## src/rtl/sfe_pkg.sv

```systemverilog
package sfe_pkg;

  // Bus-condition events produced by the condition detector
  typedef struct packed {
    logic start;
    logic stop;
    logic rise;
    logic fall;
    logic sda;
  } bus_ev_t;

endpackage

```

## src/rtl/sfe_line_filter.sv

```systemverilog
module sfe_line_filter #(
  parameter int SYNC_STAGES = 2,
  parameter int FILT_CYCLES = 5
) (
  input  logic clk,
  input  logic rst,
  input  logic line_i,
  output logic level_o
);
  localparam int CW = $clog2(FILT_CYCLES + 1);

  logic [SYNC_STAGES-1:0] sync_q;
  logic                   raw;
  logic [CW-1:0]          cnt;

  always_ff @(posedge clk) begin
    if (rst) sync_q <= {SYNC_STAGES{1'b1}};
    else     sync_q <= {sync_q[SYNC_STAGES-2:0], line_i};
  end

  assign raw = sync_q[SYNC_STAGES-1];

  // A new level is accepted only after it has persisted FILT_CYCLES clocks
  always_ff @(posedge clk) begin
    if (rst) begin
      level_o <= 1'b1;
      cnt     <= '0;
    end else if (raw == level_o) begin
      cnt <= '0;
    end else if (cnt == CW'(FILT_CYCLES - 1)) begin
      level_o <= raw;
      cnt     <= '0;
    end else begin
      cnt <= cnt + 1'b1;
    end
  end
endmodule

```

## src/rtl/sfe_cond_detect.sv

```systemverilog
module sfe_cond_detect
  import sfe_pkg::*;
(
  input  logic    clk,
  input  logic    rst,
  input  logic    scl,
  input  logic    sda,
  output bus_ev_t ev
);
  logic scl_q, sda_q;

  always_ff @(posedge clk) begin
    if (rst) begin
      scl_q <= 1'b1;
      sda_q <= 1'b1;
      ev    <= '0;
    end else begin
      scl_q    <= scl;
      sda_q    <= sda;
      ev.start <= scl & scl_q & sda_q & ~sda;
      ev.stop  <= scl & scl_q & ~sda_q & sda;
      ev.rise  <= scl & ~scl_q;
      ev.fall  <= ~scl & scl_q;
      ev.sda   <= sda;
    end
  end
endmodule

```

## src/rtl/sfe_bit_engine.sv

```systemverilog
module sfe_bit_engine
  import sfe_pkg::*;
#(
  parameter int BYTE_W = 8
) (
  input  logic              clk,
  input  logic              rst,
  input  bus_ev_t           ev,
  input  logic              ack_en,
  input  logic              rd_mode,
  input  logic [BYTE_W-1:0] tx_data,
  output logic              sda_pull,
  output logic              ev_start,
  output logic              ev_stop,
  output logic              stop_after_ack,
  output logic              ev_byte,
  output logic [BYTE_W-1:0] rx_byte,
  output logic              ev_ack_slot,
  output logic              ev_mack,
  output logic              mack_ok
);
  localparam int SW = $clog2(BYTE_W + 2);
  localparam logic [SW-1:0] LAST_BIT = SW'(BYTE_W - 1);
  localparam logic [SW-1:0] ACK_POS  = SW'(BYTE_W);
  localparam logic [SW-1:0] ACK_HIGH = SW'(BYTE_W + 1);

  logic              active, tx_active, seen_ack;
  logic [SW-1:0]     slot;          // clock rising edges seen in this byte
  logic [BYTE_W-1:0] rx_sh, tx_sh;

  always_ff @(posedge clk) begin
    if (rst) begin
      active         <= 1'b0;
      tx_active      <= 1'b0;
      seen_ack       <= 1'b0;
      slot           <= '0;
      rx_sh          <= '0;
      tx_sh          <= '0;
      sda_pull       <= 1'b0;
      ev_start       <= 1'b0;
      ev_stop        <= 1'b0;
      stop_after_ack <= 1'b0;
      ev_byte        <= 1'b0;
      rx_byte        <= '0;
      ev_ack_slot    <= 1'b0;
      ev_mack        <= 1'b0;
      mack_ok        <= 1'b0;
    end else begin
      ev_start       <= 1'b0;
      ev_stop        <= 1'b0;
      stop_after_ack <= 1'b0;
      ev_byte        <= 1'b0;
      ev_ack_slot    <= 1'b0;
      ev_mack        <= 1'b0;
      if (ev.start) begin
        ev_start  <= 1'b1;
        active    <= 1'b1;
        tx_active <= 1'b0;
        seen_ack  <= 1'b0;
        slot      <= '0;
        sda_pull  <= 1'b0;
      end else if (ev.stop) begin
        ev_stop        <= 1'b1;
        stop_after_ack <= active & seen_ack & (slot == SW'(1));
        active         <= 1'b0;
        tx_active      <= 1'b0;
        seen_ack       <= 1'b0;
        slot           <= '0;
        sda_pull       <= 1'b0;
      end else if (active && ev.rise) begin
        if (slot < ACK_POS) begin
          rx_sh <= {rx_sh[BYTE_W-2:0], ev.sda};
          slot  <= slot + 1'b1;
          if (slot == LAST_BIT && !tx_active) begin
            ev_byte <= 1'b1;
            rx_byte <= {rx_sh[BYTE_W-2:0], ev.sda};
          end
        end else if (slot == ACK_POS) begin
          slot <= ACK_HIGH;
          if (tx_active) begin
            ev_mack <= 1'b1;
            mack_ok <= ~ev.sda;
            if (ev.sda) begin
              active    <= 1'b0;
              tx_active <= 1'b0;
              seen_ack  <= 1'b0;
              slot      <= '0;
              sda_pull  <= 1'b0;
            end
          end
        end
      end else if (active && ev.fall) begin
        if (slot == ACK_POS) begin
          ev_ack_slot <= 1'b1;
          sda_pull    <= tx_active ? 1'b0 : ack_en;
        end else if (slot == ACK_HIGH) begin
          slot      <= '0;
          seen_ack  <= 1'b1;
          tx_active <= rd_mode;
          if (rd_mode) begin
            sda_pull <= ~tx_data[BYTE_W-1];
            tx_sh    <= {tx_data[BYTE_W-2:0], 1'b0};
          end else begin
            sda_pull <= 1'b0;
          end
        end else if (tx_active && slot != '0) begin
          sda_pull <= ~tx_sh[BYTE_W-1];
          tx_sh    <= {tx_sh[BYTE_W-2:0], 1'b0};
        end
      end
    end
  end
endmodule

```

## src/rtl/i2c_slave_front.sv

```systemverilog
module i2c_slave_front
  import sfe_pkg::*;
#(
  parameter int SYNC_STAGES = 2,
  parameter int FILT_CYCLES = 5,
  parameter int BYTE_W      = 8
) (
  input  logic              clk,
  input  logic              rst,
  input  logic              scl_i,
  input  logic              sda_i,
  input  logic              ack_en,
  input  logic              rd_mode,
  input  logic [BYTE_W-1:0] tx_data,
  output logic              sda_pull,
  output logic              ev_start,
  output logic              ev_stop,
  output logic              stop_after_ack,
  output logic              ev_byte,
  output logic [BYTE_W-1:0] rx_byte,
  output logic              ev_ack_slot,
  output logic              ev_mack,
  output logic              mack_ok
);
  localparam int NLINES = 2;

  logic [NLINES-1:0] raw_lines;
  logic [NLINES-1:0] flt_lvl;
  logic              scl_flt, sda_flt;
  bus_ev_t           bus_ev;

  assign raw_lines = {sda_i, scl_i};

  for (genvar g = 0; g < NLINES; g++) begin : g_line
    sfe_line_filter #(
      .SYNC_STAGES(SYNC_STAGES),
      .FILT_CYCLES(FILT_CYCLES)
    ) u_flt (
      .clk    (clk),
      .rst    (rst),
      .line_i (raw_lines[g]),
      .level_o(flt_lvl[g])
    );
  end

  assign scl_flt = flt_lvl[0];
  assign sda_flt = flt_lvl[1];

  sfe_cond_detect u_det (
    .clk(clk),
    .rst(rst),
    .scl(scl_flt),
    .sda(sda_flt),
    .ev (bus_ev)
  );

  sfe_bit_engine #(.BYTE_W(BYTE_W)) u_eng (
    .clk           (clk),
    .rst           (rst),
    .ev            (bus_ev),
    .ack_en        (ack_en),
    .rd_mode       (rd_mode),
    .tx_data       (tx_data),
    .sda_pull      (sda_pull),
    .ev_start      (ev_start),
    .ev_stop       (ev_stop),
    .stop_after_ack(stop_after_ack),
    .ev_byte       (ev_byte),
    .rx_byte       (rx_byte),
    .ev_ack_slot   (ev_ack_slot),
    .ev_mack       (ev_mack),
    .mack_ok       (mack_ok)
  );
endmodule

```

## config.mk

```make
export PLATFORM = sky130hd
export DESIGN_NAME = i2c_slave_front
export DESIGN_NICKNAME = d
export VERILOG_FILES = /design/src/rtl/sfe_pkg.sv /design/src/rtl/sfe_line_filter.sv /design/src/rtl/sfe_cond_detect.sv /design/src/rtl/sfe_bit_engine.sv /design/src/rtl/i2c_slave_front.sv
export SDC_FILE = /design/constraint.sdc
export NUM_CORES = 1
export LEC_CHECK = 0
export BUFFER_PORTS_ARGS = -buffer_cell sky130_fd_sc_hd__buf_2
export CAP_MARGIN = 15
export CORE_MARGIN = 10
export CORE_UTILIZATION = 51
export DETAILED_ROUTE_END_ITERATION = 12
export PLACE_DENSITY = 0.8
export SYNTH_ARGS = -nofsm -noshare
export SYNTH_HDL_FRONTEND = slang
export SYNTH_SLANG_ARGS = --single-unit
```

## constraint.sdc

```tcl
create_clock -name clk -period 6.26 [get_ports clk]
set_clock_uncertainty 0.15 [all_clocks]
set_input_delay 0.939 -clock clk [delete_from_list [all_inputs] [get_ports clk]]
set_output_delay 0.939 -clock clk [all_outputs]
set_load 0.005 [all_outputs]
```

### Word level (Yosys, flattened, before mapping)

Cells that the tools add are included.

* register bits after elaboration: 57
* latch bits: 0
* RAM bits: 0
* ROM bits: 0
* memories kept: 0

* add/subtract/negate cells: 3
* multipliers: 0
* div/mod/pow operators: 0
* order comparisons: 1
* eq/ne operators: 16
* shift-type cells: 0
* muxes and demuxes: 42
* bitwise operators: 24
* reductions and logical operators: 34

Operator list (number)
* $mux W4: 8
* $mux W1: 31
* $mux W8: 3
* $not A1 Y1: 15
* $reduce_and A5 Y1: 3
* $reduce_bool A3 Y1: 5
* $reduce_and A7 Y1: 2
* $reduce_and A6 Y1: 2
* $reduce_or A3 Y1: 4
* $reduce_or A5 Y1: 2
* $and A1 B1 Y1: 9
* $eq A4 B4 Y1 const B: 2
* $ne A2 B2 Y1 const B: 4
* $reduce_and A4 Y1: 2
* $reduce_bool A2 Y1: 4
* $add A3 B1 Y3 const B: 2
* $eq A3 B3 Y1 const B: 2
* $ne A3 B3 Y1 const B: 2
* $reduce_or A6 Y1: 1
* $add A4 B1 Y4 const B: 1
* $eq A4 B1 Y1 const B: 1
* $eq A4 B3 Y1 const B: 1
* $logic_and A1 B1 Y1: 4
* $lt A4 B4 Y1 const B: 1
* 6 further kinds: 9

### Logic depth before layout (Yosys ltp)

* word-level depth: 7
* gate-level depth with buffers: 8
* mapped depth without buffers: 6

### By module

From an unflattened synthesis, not the netlist that was laid out.

* cell total of the unflattened synthesis: 253
* area, all modules: 2466.1 um^2

Modules (own cells, without submodules)
* sfe_bit_engine: times used 1, cells an instance 195, area each 1760.4 um^2, sequential area each 740.7 um^2
* sfe_line_filter: times used 2, cells an instance 21, area each 240.2 um^2, sequential area each 120.1 um^2
* sfe_cond_detect: times used 1, cells an instance 16, area each 225.2 um^2, sequential area each 140.1 um^2

### Worst setup path after synthesis

Ideal clock, no wire load.

* path kind: in2reg
* from: input rd_mode
* to: register u_eng.tx_sh[2]
* arrival time: 1958 ps
* path slack: 4030 ps
* stages on the path: 5
* buffers on the path: 1
* cells stage by stage: nor2b_1 -> o21ai_0 -> or4b_1 -> buf_6 -> mux2_4

* word-level cells in the longest chain between the ends: 2

Ends and longest elaborated chain
* start: declaration: RTL line i2c_slave_front.sv:13 `input logic rd_mode,`
* $ne A2 B2 Y1 (no line)
* $reduce_and A7 Y1 (no line)
* end signal: assignment: RTL line sfe_bit_engine.sv:102 `tx_sh <= {tx_data[BYTE_W-2:0], 1'b0};`
* end signal: assignment: RTL line sfe_bit_engine.sv:108 `tx_sh <= {tx_sh[BYTE_W-2:0], 1'b0};`
* end: declaration: RTL line sfe_bit_engine.sv:29 `logic [BYTE_W-1:0] rx_sh, tx_sh;`

Every way passes these cells.
A chain may end at the register's enable or synchronous reset.

### Worst setup path in the final report

* from: register u_eng.slot[0]
* to: register u_eng.tx_sh[4]

* word-level cells in the longest chain between the ends: 4
* elaborated cells on any way between the ends: 9
* those cells by class: eq/ne: 3; mux: 1; bitwise: 1; reduce/logical: 4

Ends and longest elaborated chain
* start: declaration: RTL line sfe_bit_engine.sv:28 `logic [SW-1:0] slot;`
* start signal: assignment: RTL line sfe_bit_engine.sv:73 `slot <= slot + 1'b1;`
* $reduce_bool A4 Y1: RTL line sfe_bit_engine.sv:106 `end else if (tx_active && slot != '0) begin`
* $logic_and A1 B1 Y1: RTL line sfe_bit_engine.sv:106
* $reduce_bool A2 Y1 (no line)
* $reduce_and A7 Y1 (no line)

Parallel ways exist; a longest one is shown, timed or not.

==> results.toml <==
[timing]
finalHoldViolCount = 0
fmax_mhz = 411
relSlewSlack_pct = 44.0
min_period_over_period_pct = 38.9
setup-tns-final_ns = 0
post-route-min-period_ns = 2.44
setup_ws_ns = 3.82
grt_setup_unrepaired = "false"
slew_violations = 0
setup_violations = 0
worstMarginPinSlew_ns = 0.836

[drt]
viasPerCell = 5.39
drc = 0
detail-route-antenna-nets = 0
drt-pass1-iter-count = 4
dr.first_iter.drc_count = 139
wire_per_inst_um = 13.8
vias = 1715
drt-total-wl_mm = 4.40

[synth]
ys.flop_type = "dfxtp_1"
syn-num-nets = 261
synth_edf_count = 0
postSynthCellCount = 240
synthArstFlopShare_pct = 0
seq_area_frac_synth_pct = 47.0
yosys_warnings = 0
syn_area_um2 = 2380
synth_top_area_share_pct = 47.0
synth_seq_cells = 56
ys_top_cells_by_area = "dfxtp_1, mux2i_1, nor2_1"
yosysTopAreaCell = "dfxtp_1"
yosys.cell_types.count = 43
syn_avg_cell_area_um2 = 9.93

[placement]
gp_congestion = 0.909
dp_slack_ns = 3.74
dp_hpwl_mm = 3.21
port_buffers = 29

[finish]
insertedDiodeCount = 0
layout_common_cells = "dfxtp_1, nor2_1, buf_2"
drive_above_1_share_pct = 20.7
seq_area_um2 = 1120
fill_cells = 379
multiInputGateArea_um2 = 1170
area_growth_syn_to_layout_pct = 11.0
finalNetCount = 286
mostFrequentLayoutCell = "dfxtp_1"

[clocking]
cts_hold_buffers = 0
cts_tree = "done"
cts_buffers = 5
post_cts_resized = 0
cts_buffer_depth = 2
clk_pin_slew_ns = 0.09
clk_latency_ns = 0.31
cts_setup_buffers = 0
cts_sinks = 56
clockRootBuffer = "clkbuf_8"
htree_levels = 2

[grt]
track_usage_pct = 12.0
grt_max_degree = 53
grt_pass1_vias = 1709
grt-ovfl-total = 0
antenna_found_initial = 0
grt_pass1_wl_mm = 7.56

[critical_path]
critPathMaxFanout = 10
cp.arrival_ns = 2.49
criticalPathCategory = "register to register"
cp-start-kind = "register"
worstSetupEndpointType = "register"
cp.required_ns = 6.31

[pwr]
p_sw_uw = 122
switching_share_pct = 19.8
p_int_uw = 494
pwr-share-clk_pct = 39.5
leakage_uw = 0.00118
combPwrFrac_pct = 2.2
peakVddDrop_mv = 0.131
seqPwrFrac_pct = 58.3
power_density_nw_per_um2 = 233

[die]
fp.dieW_um = 88.4
dieArea_um2 = 7810
die_y_um = 88.4
rows = 24
core-area_um2 = 4440
start_util_pct = 53.6
pin_count = 30

[run]
drv_cap = 0

[worst_hold_path]
hp-class = "register to register"

[status]
status = "complete, no violations"
## metrics by stage
stage | hold slack (ns) | power, uW | instance area [um^2] | util [%] | instances
after global routing | 0.280 | 643 | 2650 | 59.5 | 318
after detailed placement | 0.247 | 381 | 2520 | 56.8 | 310
after global placement | 0.243 | 381 | 2520 | 56.8 | 310
after CTS | 0.271 | 624 | 2650 | 59.5 | 318
after floorplan | 0.239 | 375 | 2380 | - | 240
final | 0.269 | 616 | 2650 | 59.5 | 318
## power by group through the flow
stage,registers [uW],logic (uW),clock network [uW]
2_1_floorplan,367,8.17,0
3_3_place_gp,367,13.3,0
3_5_place_dp,367,13.8,0
4_1_cts,359,13.9,251
5_1_grt,360,15.7,268
6_report,359,13.8,243
## routing by layer
metal | global-route usage [%] | wire (um) | up-vias | share of wire (%)
met4 | 4.85 | 50 | 0 | 1.1
met2 | 19.2 | 2050 | 48 | 47
met5 | 0 | 0 | - | 0
met1 | 14.1 | 1950 | 784 | 44
met3 | 4.60 | 343 | 5 | 7.8
li1 | - | - | 878 | -
## cells in the mapped netlist (6+ instances only)
master,count
nor2b_1,11
nor2_1,31
ha_1,7
mux2_4,6
mux2i_1,20
nand3_1,8
inv_1,7
and3_1,7
nand2_1,12
dfxtp_1,56
or2_2,7
a21oi_1,8
## worst paths after layout
path | slack, ns | depth (start not counted) | from | end
setup reg to reg | 3.82 | 5 | u_eng.slot[0] | u_eng.tx_sh[4]
hold / removal | 0.27 | 1 | g_line[1].u_flt.sync_q[0] | g_line[1].u_flt.sync_q[1]
setup / recovery | 3.82 | 5 | u_eng.slot[0] | u_eng.tx_sh[4]
hold reg to reg | 0.27 | 1 | g_line[1].u_flt.sync_q[0] | g_line[1].u_flt.sync_q[1]
## critical path, cell delays in order, from the launching register on
cell and delay [ns]:
dfxtp_1 0.42, ha_1 0.39, nor2b_1 0.22, o21bai_1 0.07
or4b_1 0.71, mux2_4 0.37
## kinds of logic (layout without fill, tap and decap cells)
| logic type | after synthesis | count (layout) | synth area share, % |
|---|---|---|---|
| compound gates | 24 | 24 | 7.24 |
| xor+xnor | 3 | 3 | 1.10 |
| fa+ha+maj | 7 | 7 | 3.67 |
| buf+inv | 18 | 44 | 4.04 |
| flops | 56 | 56 | 47.0 |
| mux | 26 | 26 | 12.2 |
| simple gates | 106 | 106 | 24.7 |
## registers in the layout (all words and copies together), names as in the netlist, 2 cells and up
register	flops
g_line.u_flt.cnt	6
g_line.u_flt.level_o	2
g_line.u_flt.sync_q	4
u_det.ev	5
u_eng.rx_byte	8
u_eng.rx_sh	7
u_eng.slot	4
u_eng.tx_sh	7
## layout make-up
class	count	area share (%)
clock inverter	2	1.47
sequential	56	42.4
inverter	7	0.993
timing repair buffer	29	5.49
multi-input combinational	166	44.1
clock buffer	6	3.12
tap	52	2.46
Power figures use the tool's default switching activity.
